### src/rtl/irq_regs_pkg.sv
package irq_regs_pkg;

    localparam int unsigned DATA_W = 32;
    localparam int unsigned ADDR_W = 12;
    localparam int unsigned VEC_W  = 9;
    localparam int unsigned EXT_BASE = 16;

    // register byte offsets, fixed by software
    localparam logic [ADDR_W-1:0] OFS_TYPE  = 12'h004;
    localparam logic [ADDR_W-1:0] OFS_CTRL  = 12'hD04;
    localparam logic [ADDR_W-1:0] OFS_VTOR  = 12'hD08;
    localparam logic [ADDR_W-1:0] OFS_RSTC  = 12'hD0C;
    localparam logic [ADDR_W-1:0] OFS_HSTAT = 12'hD24;
    localparam logic [ADDR_W-1:0] OFS_TRIG  = 12'hF00;

    localparam logic [15:0]       RSTC_KEY  = 16'h05FA;
    localparam logic [DATA_W-1:0] RSTC_READ = 32'hFA05_0000;
    localparam int unsigned       VTOR_LSB  = 7;

    // index into sys_pend
    localparam int unsigned P_NMI = 0, P_PSV = 1, P_TICK = 2, P_MEM = 3,
                            P_BUS = 4, P_USE = 5, P_SVC = 6;
    localparam int unsigned NUM_PEND = 7;
    // index into sys_act
    localparam int unsigned A_MEM = 0, A_BUS = 1, A_USE = 2, A_SVC = 3,
                            A_DBG = 4, A_PSV = 5, A_TICK = 6;
    localparam int unsigned NUM_ACT = 7;
    localparam int unsigned NUM_FEN = 3;

    typedef enum logic [1:0] {
        ST_IDLE    = 2'd0,
        ST_RD_RESP = 2'd1,
        ST_WR_RESP = 2'd2
    } port_state_e;

    typedef struct packed {
        logic             nmi_set;
        logic             psv_set;
        logic             psv_clr;
        logic             tick_set;
        logic             tick_clr;
        logic             trig;
        logic [VEC_W-1:0] trig_num;
        logic             rst_req;
        logic             vtor_we;
        logic             fen_we;
    } wr_cmd_t;

endpackage

### src/rtl/irq_wr_decode.sv
module irq_wr_decode
    import irq_regs_pkg::*;
#(
    parameter int unsigned NUM_IRQ = 64
) (
    input  logic                    wr_en,
    input  logic [ADDR_W-1:0]       addr,
    input  logic [15:0]             wdata_hi,
    input  logic [VEC_W-1:0]        wdata_lo,
    output wr_cmd_t                 cmd
);
    // bit positions inside wdata_hi (word bit minus 16)
    localparam int unsigned H_NMI_SET  = 31 - 16;
    localparam int unsigned H_PSV_SET  = 28 - 16;
    localparam int unsigned H_PSV_CLR  = 27 - 16;
    localparam int unsigned H_TICK_SET = 26 - 16;
    localparam int unsigned H_TICK_CLR = 25 - 16;
    localparam int unsigned L_RST_REQ  = 2;
    localparam logic [VEC_W:0] IRQ_LIMIT = (VEC_W+1)'(NUM_IRQ);

    logic hit_ctrl, hit_rstc, hit_trig;

    always_comb begin
        hit_ctrl = wr_en && (addr == OFS_CTRL);
        hit_rstc = wr_en && (addr == OFS_RSTC);
        hit_trig = wr_en && (addr == OFS_TRIG);

        cmd          = '0;
        cmd.nmi_set  = hit_ctrl && wdata_hi[H_NMI_SET];
        cmd.psv_set  = hit_ctrl && wdata_hi[H_PSV_SET];
        cmd.psv_clr  = hit_ctrl && !wdata_hi[H_PSV_SET] && wdata_hi[H_PSV_CLR];
        cmd.tick_set = hit_ctrl && wdata_hi[H_TICK_SET];
        cmd.tick_clr = hit_ctrl && !wdata_hi[H_TICK_SET] && wdata_hi[H_TICK_CLR];
        cmd.trig     = hit_trig && ({1'b0, wdata_lo} < IRQ_LIMIT);
        cmd.trig_num = wdata_lo;
        cmd.rst_req  = hit_rstc && (wdata_hi == RSTC_KEY) && wdata_lo[L_RST_REQ];
        cmd.vtor_we  = wr_en && (addr == OFS_VTOR);
        cmd.fen_we   = wr_en && (addr == OFS_HSTAT);
    end

endmodule

### src/rtl/irq_state_summary.sv
module irq_state_summary
    import irq_regs_pkg::*;
#(
    parameter int unsigned NUM_IRQ = 64
) (
    input  logic [NUM_IRQ-1:0] ext_pending,
    input  logic [NUM_IRQ-1:0] ext_active,
    input  logic               active_valid,
    input  logic [VEC_W-1:0]   active_vec,
    output logic               any_ext_pend,
    output logic               other_ext_active
);
    logic [NUM_IRQ-1:0] act_other;

    // mask out the vector currently being serviced
    for (genvar i = 0; i < NUM_IRQ; i++) begin : g_mask
        localparam logic [VEC_W-1:0] MY_VEC = VEC_W'(EXT_BASE + i);
        assign act_other[i] = ext_active[i] &&
                              !(active_valid && (active_vec == MY_VEC));
    end

    assign any_ext_pend     = |ext_pending;
    assign other_ext_active = |act_other;

endmodule

### src/rtl/irq_rd_mux.sv
module irq_rd_mux
    import irq_regs_pkg::*;
#(
    parameter int unsigned NUM_IRQ = 64
) (
    input  logic [ADDR_W-1:0]   addr,
    input  logic [NUM_PEND-1:0] sys_pend,
    input  logic [NUM_ACT-1:0]  sys_act,
    input  logic                active_valid,
    input  logic [VEC_W-1:0]    active_vec,
    input  logic                pend_valid,
    input  logic [VEC_W-1:0]    pend_vec,
    input  logic                any_ext_pend,
    input  logic                other_ext_active,
    input  logic [NUM_FEN-1:0]  fen_q,
    input  logic [DATA_W-1:0]   vtor_q,
    output logic [DATA_W-1:0]   rd_word
);
    localparam logic [DATA_W-1:0] TYPE_VAL = DATA_W'(NUM_IRQ / 32 - 1);

    logic [DATA_W-1:0] ctrl_word, hstat_word;

    always_comb begin
        ctrl_word = '0;
        if (active_valid) ctrl_word[8:0]   = active_vec;
        if (pend_valid)   ctrl_word[20:12] = pend_vec;
        ctrl_word[11] = other_ext_active;
        ctrl_word[22] = any_ext_pend;
        ctrl_word[26] = sys_pend[P_TICK];
        ctrl_word[28] = sys_pend[P_PSV];
        ctrl_word[31] = sys_pend[P_NMI];

        hstat_word        = '0;
        hstat_word[0]     = sys_act[A_MEM];
        hstat_word[1]     = sys_act[A_BUS];
        hstat_word[3]     = sys_act[A_USE];
        hstat_word[7]     = sys_act[A_SVC];
        hstat_word[8]     = sys_act[A_DBG];
        hstat_word[10]    = sys_act[A_PSV];
        hstat_word[11]    = sys_act[A_TICK];
        hstat_word[12]    = sys_pend[P_USE];
        hstat_word[13]    = sys_pend[P_MEM];
        hstat_word[14]    = sys_pend[P_BUS];
        hstat_word[15]    = sys_pend[P_SVC];
        hstat_word[18:16] = fen_q;

        unique case (addr)
            OFS_TYPE:  rd_word = TYPE_VAL;
            OFS_CTRL:  rd_word = ctrl_word;
            OFS_VTOR:  rd_word = vtor_q;
            OFS_RSTC:  rd_word = RSTC_READ;
            OFS_HSTAT: rd_word = hstat_word;
            default:   rd_word = '0;
        endcase
    end

endmodule

### src/rtl/irq_sysctl_regs.sv
module irq_sysctl_regs
    import irq_regs_pkg::*;
#(
    parameter int unsigned NUM_IRQ = 64
) (
    input  logic                 clk,
    input  logic                 rst_n,
    input  logic                 rd_en,
    input  logic                 wr_en,
    input  logic [11:0]          addr,
    input  logic [31:0]          wdata,
    output logic [31:0]          rdata,
    output logic                 rd_valid,
    input  logic [6:0]           sys_pend,
    input  logic [6:0]           sys_act,
    input  logic [NUM_IRQ-1:0]   ext_pending,
    input  logic [NUM_IRQ-1:0]   ext_active,
    input  logic                 active_valid,
    input  logic [8:0]           active_vec,
    input  logic                 pend_valid,
    input  logic [8:0]           pend_vec,
    output logic                 nmi_set,
    output logic                 psv_set,
    output logic                 psv_clr,
    output logic                 tick_set,
    output logic                 tick_clr,
    output logic                 ext_trig,
    output logic [8:0]           ext_trig_num,
    output logic [2:0]           fault_en,
    output logic [31:0]          vtor,
    output logic                 reset_req
);
    port_state_e       state_q, state_d;
    wr_cmd_t           cmd_d, cmd_q;
    logic [DATA_W-1:0] rd_word, rdata_q, vtor_q;
    logic [NUM_FEN-1:0] fen_q;
    logic              any_ext_pend, other_ext_active;

    irq_wr_decode #(.NUM_IRQ(NUM_IRQ)) u_dec (
        .wr_en    (wr_en),
        .addr     (addr),
        .wdata_hi (wdata[31:16]),
        .wdata_lo (wdata[8:0]),
        .cmd      (cmd_d)
    );

    irq_state_summary #(.NUM_IRQ(NUM_IRQ)) u_sum (
        .ext_pending      (ext_pending),
        .ext_active       (ext_active),
        .active_valid     (active_valid),
        .active_vec       (active_vec),
        .any_ext_pend     (any_ext_pend),
        .other_ext_active (other_ext_active)
    );

    irq_rd_mux #(.NUM_IRQ(NUM_IRQ)) u_rd (
        .addr             (addr),
        .sys_pend         (sys_pend),
        .sys_act          (sys_act),
        .active_valid     (active_valid),
        .active_vec       (active_vec),
        .pend_valid       (pend_valid),
        .pend_vec         (pend_vec),
        .any_ext_pend     (any_ext_pend),
        .other_ext_active (other_ext_active),
        .fen_q            (fen_q),
        .vtor_q           (vtor_q),
        .rd_word          (rd_word)
    );

    // next state: a write outranks a read in the same cycle
    always_comb begin
        if (wr_en)      state_d = ST_WR_RESP;
        else if (rd_en) state_d = ST_RD_RESP;
        else            state_d = ST_IDLE;
    end

    // state register
    always_ff @(posedge clk) begin
        if (!rst_n) state_q <= ST_IDLE;
        else        state_q <= state_d;
    end

    // data captured alongside the state
    always_ff @(posedge clk) begin
        if (!rst_n) begin
            cmd_q   <= '0;
            rdata_q <= '0;
            vtor_q  <= '0;
            fen_q   <= '0;
        end else begin
            cmd_q <= cmd_d;
            if (state_d == ST_RD_RESP) rdata_q <= rd_word;
            if (cmd_d.vtor_we)
                vtor_q <= {wdata[DATA_W-1:VTOR_LSB], VTOR_LSB'(0)};
            if (cmd_d.fen_we) fen_q <= wdata[18:16];
        end
    end

    // outputs by state
    always_comb begin
        rd_valid     = 1'b0;
        rdata        = rdata_q;
        nmi_set      = 1'b0;
        psv_set      = 1'b0;
        psv_clr      = 1'b0;
        tick_set     = 1'b0;
        tick_clr     = 1'b0;
        ext_trig     = 1'b0;
        ext_trig_num = cmd_q.trig_num;
        reset_req    = 1'b0;
        unique case (state_q)
            ST_IDLE: ;
            ST_RD_RESP: rd_valid = 1'b1;
            ST_WR_RESP: begin
                nmi_set   = cmd_q.nmi_set;
                psv_set   = cmd_q.psv_set;
                psv_clr   = cmd_q.psv_clr;
                tick_set  = cmd_q.tick_set;
                tick_clr  = cmd_q.tick_clr;
                ext_trig  = cmd_q.trig;
                reset_req = cmd_q.rst_req;
            end
            default: ;
        endcase
    end

    assign fault_en = fen_q;
    assign vtor     = vtor_q;

endmodule

### config.mk
export PLATFORM = sky130hd
export DESIGN_NAME = irq_sysctl_regs
export DESIGN_NICKNAME = d
export VERILOG_FILES = /design/src/rtl/irq_regs_pkg.sv /design/src/rtl/irq_wr_decode.sv /design/src/rtl/irq_state_summary.sv /design/src/rtl/irq_rd_mux.sv /design/src/rtl/irq_sysctl_regs.sv
export SDC_FILE = /design/constraint.sdc
export NUM_CORES = 1
export LEC_CHECK = 0
export BUFFER_PORTS_ARGS = -buffer_cell sky130_fd_sc_hd__buf_2
export CAP_MARGIN = 20
export CELL_PAD_IN_SITES_DETAIL_PLACEMENT = 1
export CELL_PAD_IN_SITES_GLOBAL_PLACEMENT = 1
export CORE_ASPECT_RATIO = 0.8
export CORE_MARGIN = 2
export CORE_UTILIZATION = 28
export CTS_CLUSTER_DIAMETER = 120
export DETAILED_ROUTE_END_ITERATION = 12
export PLACE_DENSITY_LB_ADDON = 0.1
export SYNTH_ARGS = -nofsm -noshare
export SYNTH_HDL_FRONTEND = slang
export SYNTH_SLANG_ARGS = --single-unit
### constraint.sdc
create_clock -name clk -period 2.85 [get_ports clk]
set_input_delay 0.57 -clock clk [delete_from_list [all_inputs] [get_ports clk]]
set_output_delay 0.57 -clock clk [all_outputs]
set_load 0.01 [all_outputs]
==> results.cfg <==
[sta]
fmax_mhz = 376
slew_violations = 0
slew_headroom = 0.594
hold_viol = 0
post-route-min-period_ns = 2.66
whs_ns = 0.430
finalCritPeriodShare = 0.934
rsz0062_at_grt = false
timing.clock.skew_ns = 0.00305
fin_ws_ns = 0.188
worst_pin_slew_ns = 0.609
setup_viol_count_final = 0

[floorplanning]
die_h_um = 116
initial_utilization = 0.288
io_pins = 294
die_area_um2 = 16600
die_w_um = 144
core-area_um2 = 15200
rows = 40

[global_routing]
grt_usage = 0.242
met1_usage = 0.333
met2_usage = 0.385
grt.overflow.total = 0
grt_pass1_wl_um = 30700
grt_pass1_vias = 5610
busiest_layer = met2
grt_util_met3 = 0.0665
grt_max_degree = 40
antenna_found_initial = 1

[cts]
cts.path.max_buffers = 2
clk_pin_slew_worst_paths_ns = 0.06
cts_root_buf = clkbuf_16
cts_num_sinks = 78
post_cts_buffers = 0
cts_buffers = 9
cts.repair.resized = 0
cts_tree = built
clk_latency_ns = 0.34
hold_buffers = 0
cts_htree_levels = 3

[route]
via_per_inst = 5.15
dr.first_iter.drc_count = 274
drc = 0
wl_per_cell_um = 19.5
drtAntennaViolNets = 0
vias = 5439
postRouteWirelength_um = 20600
drt_first_pass_iters = 7

[yosys]
ys_ff_latch = 78
async_flop_share = 0
netlist_area_um2 = 4370
syn_inst = 548
synth_cell_types = 62
synthFlopType = dfxtp_1
synth_edf_count = 0
avgSynthCellArea_um2 = 7.98
ys.warnings.count = 0
ys_seq_area_frac = 0.357

[worst_setup_path]
arrival_ns = 2.89
reg2reg_from = vtor[16]
reg2reg_depth = 4
r2r_end = rdata[16]
crit_required_ns = 3.08
rrSetupSlack_ns = 1.65
critPathCaptureType = flop
critPathKind = input port to flop
startpoint_type = input port
crit_fanout = 9

[finish]
fin_util = 0.425
drive_above_1_share = 0.420
layout_common_cells = 286 x buf_2, 99 x nand2_1, 78 x dfxtp_1
final_common_cell = buf_2
area_delta_synth_final_pct = 47.5
nets = 1050

[worst_hold_path]
min-delay-path-class = input port to flop
whs_path_depth = 2
holdCritStartpoint = wdata[4]
holdPathEnd = ext_trig_num[4]

[power_and_ir_drop]
leakage_nw = 2.86
ir_drop_uv = 300
power.density_nw_per_um2 = 406

[placed_design]
place_hpwl_um = 17200
io_buffers = 286
globalplace.congestion = 0.918
post-place-ws_ns = -0.190

[run]
max_cap_violations = 0

[run_status]
status = finished clean
worst max-delay path by stage:
stage          cells past startpoint     startpoint        end
2_1_floorplan                      8  active_vec[6]  rdata[11]
3_3_place_gp                       9  active_vec[6]  rdata[11]
3_5_place_dp                       9  active_vec[6]  rdata[11]
4_1_cts                            9  active_vec[6]  rdata[11]
5_1_grt                            9  active_vec[6]  rdata[11]
6_report                           8  active_vec[6]  rdata[11]
Yosys cell counts (6+ instances only):
master    number  share of area
a222oi_1       8          0.018
a22oi_1        7          0.012
a21boi_0      15          0.026
inv_1          8         0.0069
nor2b_1        8          0.011
o31ai_1        9          0.015
o21ai_0       22          0.025
nand2b_1       6         0.0086
a21oi_1        7         0.0080
nand2_1       99          0.085
nor4_1        26          0.037
a21boi_1      25          0.043
nand4_1       13          0.019
nor2_1         8         0.0069
o22ai_1        7          0.010
and2_1        36          0.051
dfxtp_1       78           0.36
clkbuf_1      25          0.021
buf_4         18          0.031
nand3_1       19          0.022
o21ai_1       13          0.015
per-stage QoR:
stage	power [mW]	instances	area (um^2)	TNS [ns]
after global routing	2.73	1055	6450	0
after global placement	1.49	1039	6150	-0.103
after floorplan	1.27	554	4400	0
after CTS	2.66	1055	6450	0
after detailed placement	1.50	1039	6150	-0.363
final	2.62	1057	6450	0
where the power goes:
part           total, mW  internal [mW]  switching (mW)  leakage, nW
logic              0.374          0.182           0.192         2.09
registers           1.10           1.10         0.00357        0.631
clock network       1.14          0.680           0.464        0.140
total               2.62           1.96           0.660         2.86
cells by family after synthesis:
kind of cell           share of synthesized area
other                                   0.000857
and+or+nand+nor                            0.324
muxes                                     0.0166
AOI/OAI and AO/OA                          0.227
DFF                                        0.357
buffers and inverters                     0.0747
registers in the layout, indices dropped and copies added (netlist names):
name and flops:
rdata 32, ext_trig_num 9, cmd_q 7, state_q 2, vtor 25, fault_en 3
metal layers:
layer,vias up,share of wire
met2,212,0.45
met4,0,0.012
li1,2573,-
met1,2632,0.46
met5,-,0
met3,22,0.080
critical path, cell delays in order:
cell and delay [ns]:
buf_2 0.12, or4b_4 0.56, or2_4 0.34, a222oi_1 0.35, nand4_1 0.25, nor4_2 0.28
nand4_1 0.16, a32o_1 0.27
final cells by class:
type	instances	area [um^2]
clock buffers	11	233
diodes	2	5.00
well taps	210	263
multi-input cells	415	2520
repair buffers	328	1780
inverters	8	30.0
fillers	1965	8710
clock inverters	5	60.1
flip-flops and latches	78	1560
Note: power is estimated with default switching activity, not from simulation.
